### src/rtl/kbc_pkg.sv
package kbc_pkg;
  localparam int unsigned ST_OBF = 0;
  localparam int unsigned ST_IBF = 1;
  localparam int unsigned ST_CMD = 3;
  localparam int unsigned ST_AUX = 5;

  typedef enum logic [1:0] {
    PL_IDLE = 2'd0,
    PL_HIGH = 2'd1,
    PL_LOW  = 2'd2
  } pulse_st_e;
endpackage

### src/rtl/kbc_inbox.sv
module kbc_inbox #(
  parameter int unsigned DW = 8
) (
  input  logic          clk,
  input  logic          rst_n,
  input  logic          wr_data,
  input  logic          wr_cmd,
  input  logic [DW-1:0] wdata,
  input  logic          take,
  input  logic          ovr_clr,
  output logic          full,
  output logic [DW-1:0] data,
  output logic          is_cmd,
  output logic          overrun
);
  logic wr, consume, clash;

  assign wr      = wr_data | wr_cmd;
  assign consume = take & full;
  assign clash   = wr & full & ~consume;

  always_ff @(posedge clk or negedge rst_n) begin
    if (!rst_n) begin
      full    <= 1'b0;
      data    <= '0;
      is_cmd  <= 1'b0;
      overrun <= 1'b0;
    end else begin
      overrun <= (overrun & ~ovr_clr) | clash;
      if (wr) begin
        full   <= 1'b1;
        data   <= wdata;
        is_cmd <= wr_cmd;
      end else if (consume) begin
        full <= 1'b0;
      end
    end
  end

  a_r4_ovr_sticky: assert property (@(posedge clk) disable iff (!rst_n)
    $fell(overrun) |-> $past(ovr_clr));
  a_r2_full_needs_write: assert property (@(posedge clk) disable iff (!rst_n)
    $rose(full) |-> $past(wr_data | wr_cmd));
  a_r3_empty_needs_take: assert property (@(posedge clk) disable iff (!rst_n)
    $fell(full) |-> $past(take));
endmodule

### src/rtl/kbc_outbox.sv
module kbc_outbox #(
  parameter int unsigned DW = 8
) (
  input  logic          clk,
  input  logic          rst_n,
  input  logic          kb_valid,
  input  logic [DW-1:0] kb_data,
  output logic          kb_ready,
  input  logic          aux_valid,
  input  logic [DW-1:0] aux_data,
  output logic          aux_ready,
  input  logic          flush,
  input  logic          host_rd,
  output logic          obf,
  output logic          aux,
  output logic [DW-1:0] rdata,
  output logic          obe_pulse
);
  logic kb_take, aux_take;

  assign kb_ready  = ~obf & ~flush;
  assign aux_ready = kb_ready & ~kb_valid;
  assign kb_take   = kb_valid & kb_ready;
  assign aux_take  = aux_valid & aux_ready;

  always_ff @(posedge clk or negedge rst_n) begin
    if (!rst_n) begin
      obf       <= 1'b0;
      aux       <= 1'b0;
      rdata     <= '0;
      obe_pulse <= 1'b0;
    end else begin
      obe_pulse <= host_rd & obf & ~flush;
      if (flush) begin
        obf <= 1'b0;
        aux <= 1'b0;
      end else if (kb_take) begin
        obf   <= 1'b1;
        aux   <= 1'b0;
        rdata <= kb_data;
      end else if (aux_take) begin
        obf   <= 1'b1;
        aux   <= 1'b1;
        rdata <= aux_data;
      end else if (host_rd) begin
        obf <= 1'b0;
        aux <= 1'b0;
      end
    end
  end

  a_r6_aux_implies_full: assert property (@(posedge clk) disable iff (!rst_n)
    aux |-> obf);
  a_r7_obe_after_read: assert property (@(posedge clk) disable iff (!rst_n)
    obe_pulse |-> ($past(obf) && !obf && $past(host_rd)));
  a_r7_obe_single: assert property (@(posedge clk) disable iff (!rst_n)
    obe_pulse |=> !obe_pulse);
  a_r8_flush_empties: assert property (@(posedge clk) disable iff (!rst_n)
    flush |=> (!obf && !aux && !obe_pulse));
endmodule

### src/rtl/kbc_irq_pulse.sv
module kbc_irq_pulse #(
  parameter int unsigned PHASE_CYC = 200
) (
  input  logic clk,
  input  logic rst_n,
  input  logic req,
  output logic line
);
  import kbc_pkg::*;
  localparam int unsigned CW = (PHASE_CYC > 1) ? $clog2(PHASE_CYC) : 1;
  localparam logic [CW-1:0] LAST = CW'(PHASE_CYC - 1);

  pulse_st_e     st;
  logic [CW-1:0] cnt;

  always_ff @(posedge clk or negedge rst_n) begin
    if (!rst_n) begin
      st  <= PL_IDLE;
      cnt <= '0;
    end else if (req) begin
      st  <= PL_HIGH;
      cnt <= '0;
    end else if (st != PL_IDLE) begin
      if (cnt == LAST) begin
        cnt <= '0;
        st  <= (st == PL_HIGH) ? PL_LOW : PL_IDLE;
      end else begin
        cnt <= cnt + 1'b1;
      end
    end
  end

  assign line = (st != PL_LOW);

  a_r9_req_goes_high: assert property (@(posedge clk) disable iff (!rst_n)
    req |=> line);
  a_r9_low_after_high: assert property (@(posedge clk) disable iff (!rst_n)
    $fell(line) |-> $past(st == PL_HIGH));
  a_r9_rise_ends_low: assert property (@(posedge clk) disable iff (!rst_n)
    $rose(line) |-> ($past(cnt == LAST) || $past(req)));
endmodule

### src/rtl/kbc_mailbox.sv
module kbc_mailbox #(
  parameter int unsigned DW       = 8,
  parameter int unsigned CLK_MHZ  = 50,
  parameter int unsigned PHASE_US = 4
) (
  input  logic          clk,
  input  logic          rst_n,
  input  logic          host_wr_data,
  input  logic          host_wr_cmd,
  input  logic [DW-1:0] host_wdata,
  input  logic          host_rd_data,
  output logic [DW-1:0] host_rdata,
  output logic [7:0]    host_status,
  output logic          loc_in_valid,
  input  logic          loc_in_ready,
  output logic [DW-1:0] loc_in_data,
  output logic          loc_in_is_cmd,
  output logic          loc_overrun,
  input  logic          loc_ovr_clr,
  input  logic          loc_kb_valid,
  output logic          loc_kb_ready,
  input  logic [DW-1:0] loc_kb_data,
  input  logic          loc_kb_irq,
  input  logic          loc_aux_valid,
  output logic          loc_aux_ready,
  input  logic [DW-1:0] loc_aux_data,
  input  logic          loc_flush,
  output logic          irq_ibf,
  output logic          irq_obe,
  output logic          kbd_irq_line
);
  import kbc_pkg::*;
  localparam int unsigned PHASE_CYC = CLK_MHZ * PHASE_US;

  logic ibf, obf, aux_flag;

  kbc_inbox #(.DW(DW)) u_inbox (
    .clk(clk), .rst_n(rst_n),
    .wr_data(host_wr_data), .wr_cmd(host_wr_cmd), .wdata(host_wdata),
    .take(loc_in_ready), .ovr_clr(loc_ovr_clr),
    .full(ibf), .data(loc_in_data), .is_cmd(loc_in_is_cmd),
    .overrun(loc_overrun)
  );

  kbc_outbox #(.DW(DW)) u_outbox (
    .clk(clk), .rst_n(rst_n),
    .kb_valid(loc_kb_valid), .kb_data(loc_kb_data), .kb_ready(loc_kb_ready),
    .aux_valid(loc_aux_valid), .aux_data(loc_aux_data), .aux_ready(loc_aux_ready),
    .flush(loc_flush), .host_rd(host_rd_data),
    .obf(obf), .aux(aux_flag), .rdata(host_rdata), .obe_pulse(irq_obe)
  );

  kbc_irq_pulse #(.PHASE_CYC(PHASE_CYC)) u_pulse (
    .clk(clk), .rst_n(rst_n),
    .req(loc_kb_valid & loc_kb_ready & loc_kb_irq),
    .line(kbd_irq_line)
  );

  always_comb begin
    host_status         = 8'h00;
    host_status[ST_OBF] = obf;
    host_status[ST_IBF] = ibf;
    host_status[ST_CMD] = loc_in_is_cmd;
    host_status[ST_AUX] = aux_flag;
  end

  assign loc_in_valid = ibf;
  assign irq_ibf      = ibf;

  a_r2_one_write_port: assert property (@(posedge clk) disable iff (!rst_n)
    !(host_wr_data && host_wr_cmd));
  a_r1_spare_bits_zero: assert property (@(posedge clk) disable iff (!rst_n)
    (host_status & 8'hD4) == 8'h00);
  a_r5_no_accept_when_full: assert property (@(posedge clk) disable iff (!rst_n)
    host_status[ST_OBF] |-> !loc_kb_ready && !loc_aux_ready);
endmodule

### config.mk
export PLATFORM = sky130hd
export DESIGN_NAME = kbc_mailbox
export DESIGN_NICKNAME = d
export VERILOG_FILES = /design/src/rtl/kbc_pkg.sv /design/src/rtl/kbc_inbox.sv /design/src/rtl/kbc_outbox.sv /design/src/rtl/kbc_irq_pulse.sv /design/src/rtl/kbc_mailbox.sv
export SDC_FILE = /design/constraint.sdc
export NUM_CORES = 1
export LEC_CHECK = 0
export BUFFER_PORTS_ARGS = -buffer_cell sky130_fd_sc_hd__buf_2
export CAP_MARGIN = 15
export CORE_MARGIN = 5
export CORE_UTILIZATION = 30
export CTS_CLUSTER_SIZE = 30
export DETAILED_ROUTE_END_ITERATION = 12
export SLEW_MARGIN = 5
export SYNTH_ARGS = -nofsm -noshare
export SYNTH_HDL_FRONTEND = slang
export SYNTH_SLANG_ARGS = --single-unit
### constraint.sdc
create_clock -name clk -period 1.7 [get_ports clk]
set_clock_uncertainty 0.15 [all_clocks]
set_input_delay 0.34 -clock clk [delete_from_list [all_inputs] [get_ports clk]]
set_output_delay 0.34 -clock clk [all_outputs]
set_load 0.005 [all_outputs]
-- After elaboration in Yosys (flattened, before gate mapping)
Cells that the tools add are included.
- flip-flop bits (word level): 32
- output and inout port bits: 32
- add/sub/neg operators: 1
- eq/ne operators: 3
- muxes and demuxes: 17
- bitwise logic cells: 18
- reduce and logical (&&, ||, !) cells: 8
- operators with widths (operator ; count):
    8-bit 2-to-1 mux ; 5
    1-bit bitwise AND ; 11
    2-bit nonzero test ; 5
    8-bit by 1-bit adder with 8-bit output, second input constant ; 1
    8-bit == test, second input constant ; 1
    1-bit 2-to-1 mux ; 8
    2-bit 2-to-1 mux ; 4
    1-bit NOT ; 5
    2-bit AND reduction ; 2
    4-bit nonzero test ; 1
    2-bit by 1-bit == test with 1-bit output, second input constant ; 1
    2-bit inequality test, second input constant ; 1
    1-bit OR ; 2

-- Depth between registers and ports, before layout
- word-level depth: 7
- depth in mapped cells: 5
- mapped depth without buffers: 5

-- Cells and area by module
A second synthesis with hierarchy kept.
- cell total of the unflattened synthesis: 130
- area, all modules: 1572.8 um2
- by module, submodules not included (module ; times used ; cells an instance ; area each (um2) ; sequential area each (um2)):
    kbc_outbox ; 1 ; 39 ; 570.5 ; 275.3
    kbc_irq_pulse ; 1 ; 54 ; 515.5 ; 250.2
    kbc_inbox ; 1 ; 26 ; 409.1 ; 275.3
    kbc_mailbox ; 1 ; 11 ; 77.6 ; 0.0

-- Worst setup path after synthesis
No wires, ideal clock.
- kind: reg2reg
- start point: reg u_pulse.cnt[0]
- end point: reg u_pulse.cnt[6]
- setup time: 0.121 ns
- arrival time: 1.583 ns
- required time: 1.429 ns
- path slack: -0.154 ns
- stages on the path, launching flop included: 6
- buffers on the path: 0
- period minus slack after synthesis: 1.854 ns
- cell sequence: dfrtp_1 -> ha_1 -> nand4b_1 -> or4b_4 -> a31o_1 -> a22o_1
- word-level cells in the longest chain between the ends: 4
- elaborated cells on any way between the ends: 5
- those cells by class: 1 x add/sub; 1 x eq/ne; 3 x mux
- RTL lines (element ; line ; source):
    from (decl) ; kbc_irq_pulse.sv:14 ; logic [CW-1:0] cnt;
    from (signal assigned) ; kbc_irq_pulse.sv:28 ; cnt <= cnt + 1'b1;
    8-bit by 1-bit adder with 8-bit output / 8-bit == test (equally long branches) ; kbc_irq_pulse.sv:28, kbc_irq_pulse.sv:24 ;
    8-bit 2-to-1 mux (*) ; kbc_irq_pulse.sv:24 ; if (cnt == LAST) begin
    8-bit 2-to-1 mux (*) ; kbc_irq_pulse.sv:23 ; end else if (st != PL_IDLE) begin
    8-bit 2-to-1 mux (*) ; kbc_irq_pulse.sv:20 ; end else if (req) begin
Mark *: on every way between the ends. The rest lies on a longest branch, timed or not. The select of a mux whose other input is x is not followed.
A chain may end at the register's enable or synchronous reset.

-- Final worst setup path
- start point: reg u_pulse.cnt[1]
- end point: reg u_pulse.cnt[6]
Same word-level chain as after synthesis.

==> metrics list <==
- TritonCTS built the clock tree.
* Clock slew at the register clock pins of the worst setup and hold paths: 0.07 ns
- 67 I/O pins were placed.
- Worst Max-Slew Pin Slew: 0.564 ns
- Half-perimeter wire length after placement: 2750 um
- Post-synthesis cell count: 140
- Nets: 258
- Summed over all layers, the routed wires come to 3640 um.
* Register bit count reported by yosys: 32
- The signal on the critical path passes through ha_2, nand4b_1, or4b_4, a31o_1, a22o_1.
- DR pass1 iterations: 2
- Setup violations remaining at the end of the flow were counted as 8.
* Leakage: 0.00104 uW
* Number of warnings issued by yosys: 0
- The repair_antennas step left the layout with diodes totalling 0.
- Final critical-path share of the clock period: 107%
- Entering global routing, the biggest net connects 33 pins.
* Share of layout cells above drive strength 1: 48.9%
- STA classifies the critical path startpoint as a flop.
- Detailed routing inserted a total of 1287 vias.
* Max stage delay on crit path: 0.55 ns
- The number of different library cells used by synthesis comes to 40.
- The floorplan step defined a die boundary enclosing 6580 um2.
- Global routing finished with a remaining overflow of 0.
- Summing every instance area after synthesis gives 1520 um2.
- Shortest clock period the worst path allows after layout: 1.82 ns
- Data arrival, critical path: 1.84 ns
- Residual DRC count: 0
- Compared with the post-synthesis result, the final layout area differs by 42.9%.
- On the critical path, the stage with the largest delay is an instance of sky130_fd_sc_hd__or4b_4.
- The flow ran to the end, but the final reports show violations.
- The analysis attributes to net switching a power of 605 uW.
* Number of global-route vias before repair: 1279
- For this run, the top clock speed supported by timing is 549 MHz.
- Once the floorplan was initialized, standard cells occupied 31.5% of the core.
* Wire length of the first global-routing pass: 5860 um
* Average via count per standard cell: 4.44
- Unrepaired setup endpoints after global routing: yes
- The internal portion of the total power is 1630 uW.
- At the end of routability-driven placement, the weighted congestion stood at 0.817.
* Type of the setup path with the least slack: reg -> reg
* Maximum buffer depth of the clock tree: 2
- The biggest area contributor in the post-synthesis netlist is sky130_fd_sc_hd__dfrtp_1.
* Worst max-slew margin expressed relative to the limit: 62.4%
- Violations in the final reports: setup timing
- Hold-critical path depth: 2
- Measured along the x axis, the die boundary spans 81.1 um.
- Largest voltage drop on the vdd net: 0.000341 V
* Starting DRT DRC Count: 15
- The number of hold violations in the final report came to 0.
- Slack of the worst reg-to-reg path: -0.12 ns
* Required time at the endpoint of the critical path: 1.72 ns
- Switching Fraction: 27.1%
* Combined global-route utilization of all metal layers: 11.4%
- Final worst slack: -0.123 ns
- Worst-case hold slack: 0.0931 ns
- The tree is rooted in a sky130_fd_sc_hd__clkbuf_8.
* Crit-path max FO: 3
* Share of synthesized registers carrying an async set or reset: 100%
* H-tree depth reported by CTS: 2
* Final cell area excluding filler cells: 2170 um2
- Top cell types by occurrence after synthesis: sky130_fd_sc_hd__dfrtp_1, sky130_fd_sc_hd__nand2_1, sky130_fd_sc_hd__o21ai_0, sky130_fd_sc_hd__buf_4, sky130_fd_sc_hd__mux2_2
- In this run, the combinational gates consume 25.2% of the power.
- Cell with the most instances after synthesis: sky130_fd_sc_hd__dfrtp_1
* Number of antenna violations at the first check in global routing: 0
* Number of cells traversed by the worst register-to-register path: 5
* Setup crit end kind: flop
* TritonCTS Buffers: 5
- Proportion of power drawn by flip-flops and latches: 43.2%
* Number of enable-type register cells in the synthesized netlist: 0
* Syn_area_per_cell: 10.8 um2
- In this run the core area contains 25 standard-cell rows.
- After detailed routing, the average wire length per cell comes to 12.5 um.
- Sequential element share of the synthesized area: 52.8%
- Total count of max-transition violations in the final report: 0
- Sorting the synthesized cells by area gives the leading types as sky130_fd_sc_hd__dfrtp_1, sky130_fd_sc_hd__mux2_2, sky130_fd_sc_hd__mux2i_1.
* Share of power burned in the clock network: 31.6%
- In this run the worst hold path is classified as in -> reg.
* Clock insertion delay at the later pin of the skew report: 0.27 ns
- Util after Layout: 45.0%
* Number of clock sinks: 32
- Share of the synthesized area in the top cell type: 52.8%
- Port-buffer cells: 62
- The core region is 4820 um2.
- The most used flip-flop cell after synthesis is sky130_fd_sc_hd__dfrtp_1.
* Filler Cells Inserted: 471
- Across the run, the number of max-cap violations was 0.
- For this design the ratio of total power to cell area is 1030 nW/um2.
- The die is 81.1 um tall.
- Number of nets still failing antenna checks after routing: 0
- After detailed placement, the total cell area comes to 2000 um2.
logic make-up after synthesis:
kind of cell / Yosys count / synth area share, %
simple gates: 44 / 15.8
flops: 32 / 52.8
compound gates: 27 / 10.9
mux: 17 / 12.0
buf+inv: 16 / 6.27
xor+xnor: 2 / 1.16
fa+ha+maj: 1 / 0.825
other cells: 1 / 0.247
worst max-delay path: cells and delay by family (launching register included):
| family | cells | cell delay (ns) |
|---|---|---|
| AOI/OAI and AO/OA | 2 | 0.36 |
| adders and majority gates | 1 | 0.18 |
| DFF | 1 | 0.36 |
| and+or+nand+nor | 2 | 0.67 |
worst paths after layout:
kind | from | to
worst min register to register | u_outbox.rdata[7]$_DFFE_PN0P_ | u_outbox.rdata[7]$_DFFE_PN0P_
worst max register to register | u_pulse.cnt[1]$_DFFE_PN0P_ | u_pulse.cnt[6]$_DFFE_PN0P_
min in group asynchronous | rst_n | u_outbox.rdata[0]$_DFFE_PN0P_
max in group asynchronous | rst_n | u_pulse.st[1]$_DFFE_PN0P_
worst max-delay path | u_pulse.cnt[1]$_DFFE_PN0P_ | u_pulse.cnt[6]$_DFFE_PN0P_
worst min-delay path | loc_ovr_clr | u_inbox.overrun$_DFF_PN0_
cell type report:
class / count / area (um2) / area share (%)
multi-input combinational: 95 / 673 / 31.1
timing repair buffer: 83 / 483 / 22.3
clock buffer: 6 / 72.6 / 3.35
inverter: 5 / 18.8 / 0.866
clock inverter: 2 / 35.0 / 1.62
tap: 67 / 83.8 / 3.87
sequential: 32 / 801 / 37.0
stage by stage:
step	total power [uW]	instances	setup WS, ns	TNS, ns
floorplan	1230	143	-0.151	-0.548
global placement	1490	279	-0.0964	-0.903
detailed placement	1490	279	-0.158	-1.34
CTS	2250	289	-0.120	-0.589
global route	2380	290	-0.225	-1.53
finish	2230	290	-0.123	-0.639
cell usage in the layout, fill, tap and decap left out, drive strengths merged, types with 2 or more instances in the layout:
cell type  instances
nand3              4
buf               82
nand2b             2
nand2             15
mux2i              8
mux2               9
nor2               7
a22o               2
nor3               5
a211oi             2
o21ai             13
clkbuf             6
or3                2
inv                5
a21oi              3
conb               4
dfrtp             32
sequential cells by signal (all words and copies together), names as in the netlist:
register,flops
u_inbox.data,8
u_inbox.full,1
u_inbox.is_cmd,1
u_inbox.overrun,1
u_outbox.aux,1
u_outbox.obe_pulse,1
u_outbox.obf,1
u_outbox.rdata,8
u_pulse.cnt,8
u_pulse.st,2
power groups by stage:
stage                     Combinational, uW  Sequential [uW]  Clock (uW)
after floorplan                         233              994           0
after global placement                  518              968           0
after detailed placement                519              971           0
after CTS                               551              964         736
after global routing                    628              982         773
final                                   563              965         706
metal layers:
layer  wire length (um)  track usage (%)
met1               1600             13.1
met3                359             4.21
met5                  0                0
met2               1660             19.4
met4                 28             4.05
what timing repair did:
item | in CTS | in global routing
hold endpoints to repair | 32 | 0
buffers inserted | 1 | 2
hold buffers | 1 | 0
setup endpoints to repair | 9 | 10
resized for setup | 3 | 5
pin swaps | 0 | 1
(Power assumes the default switching activity.)
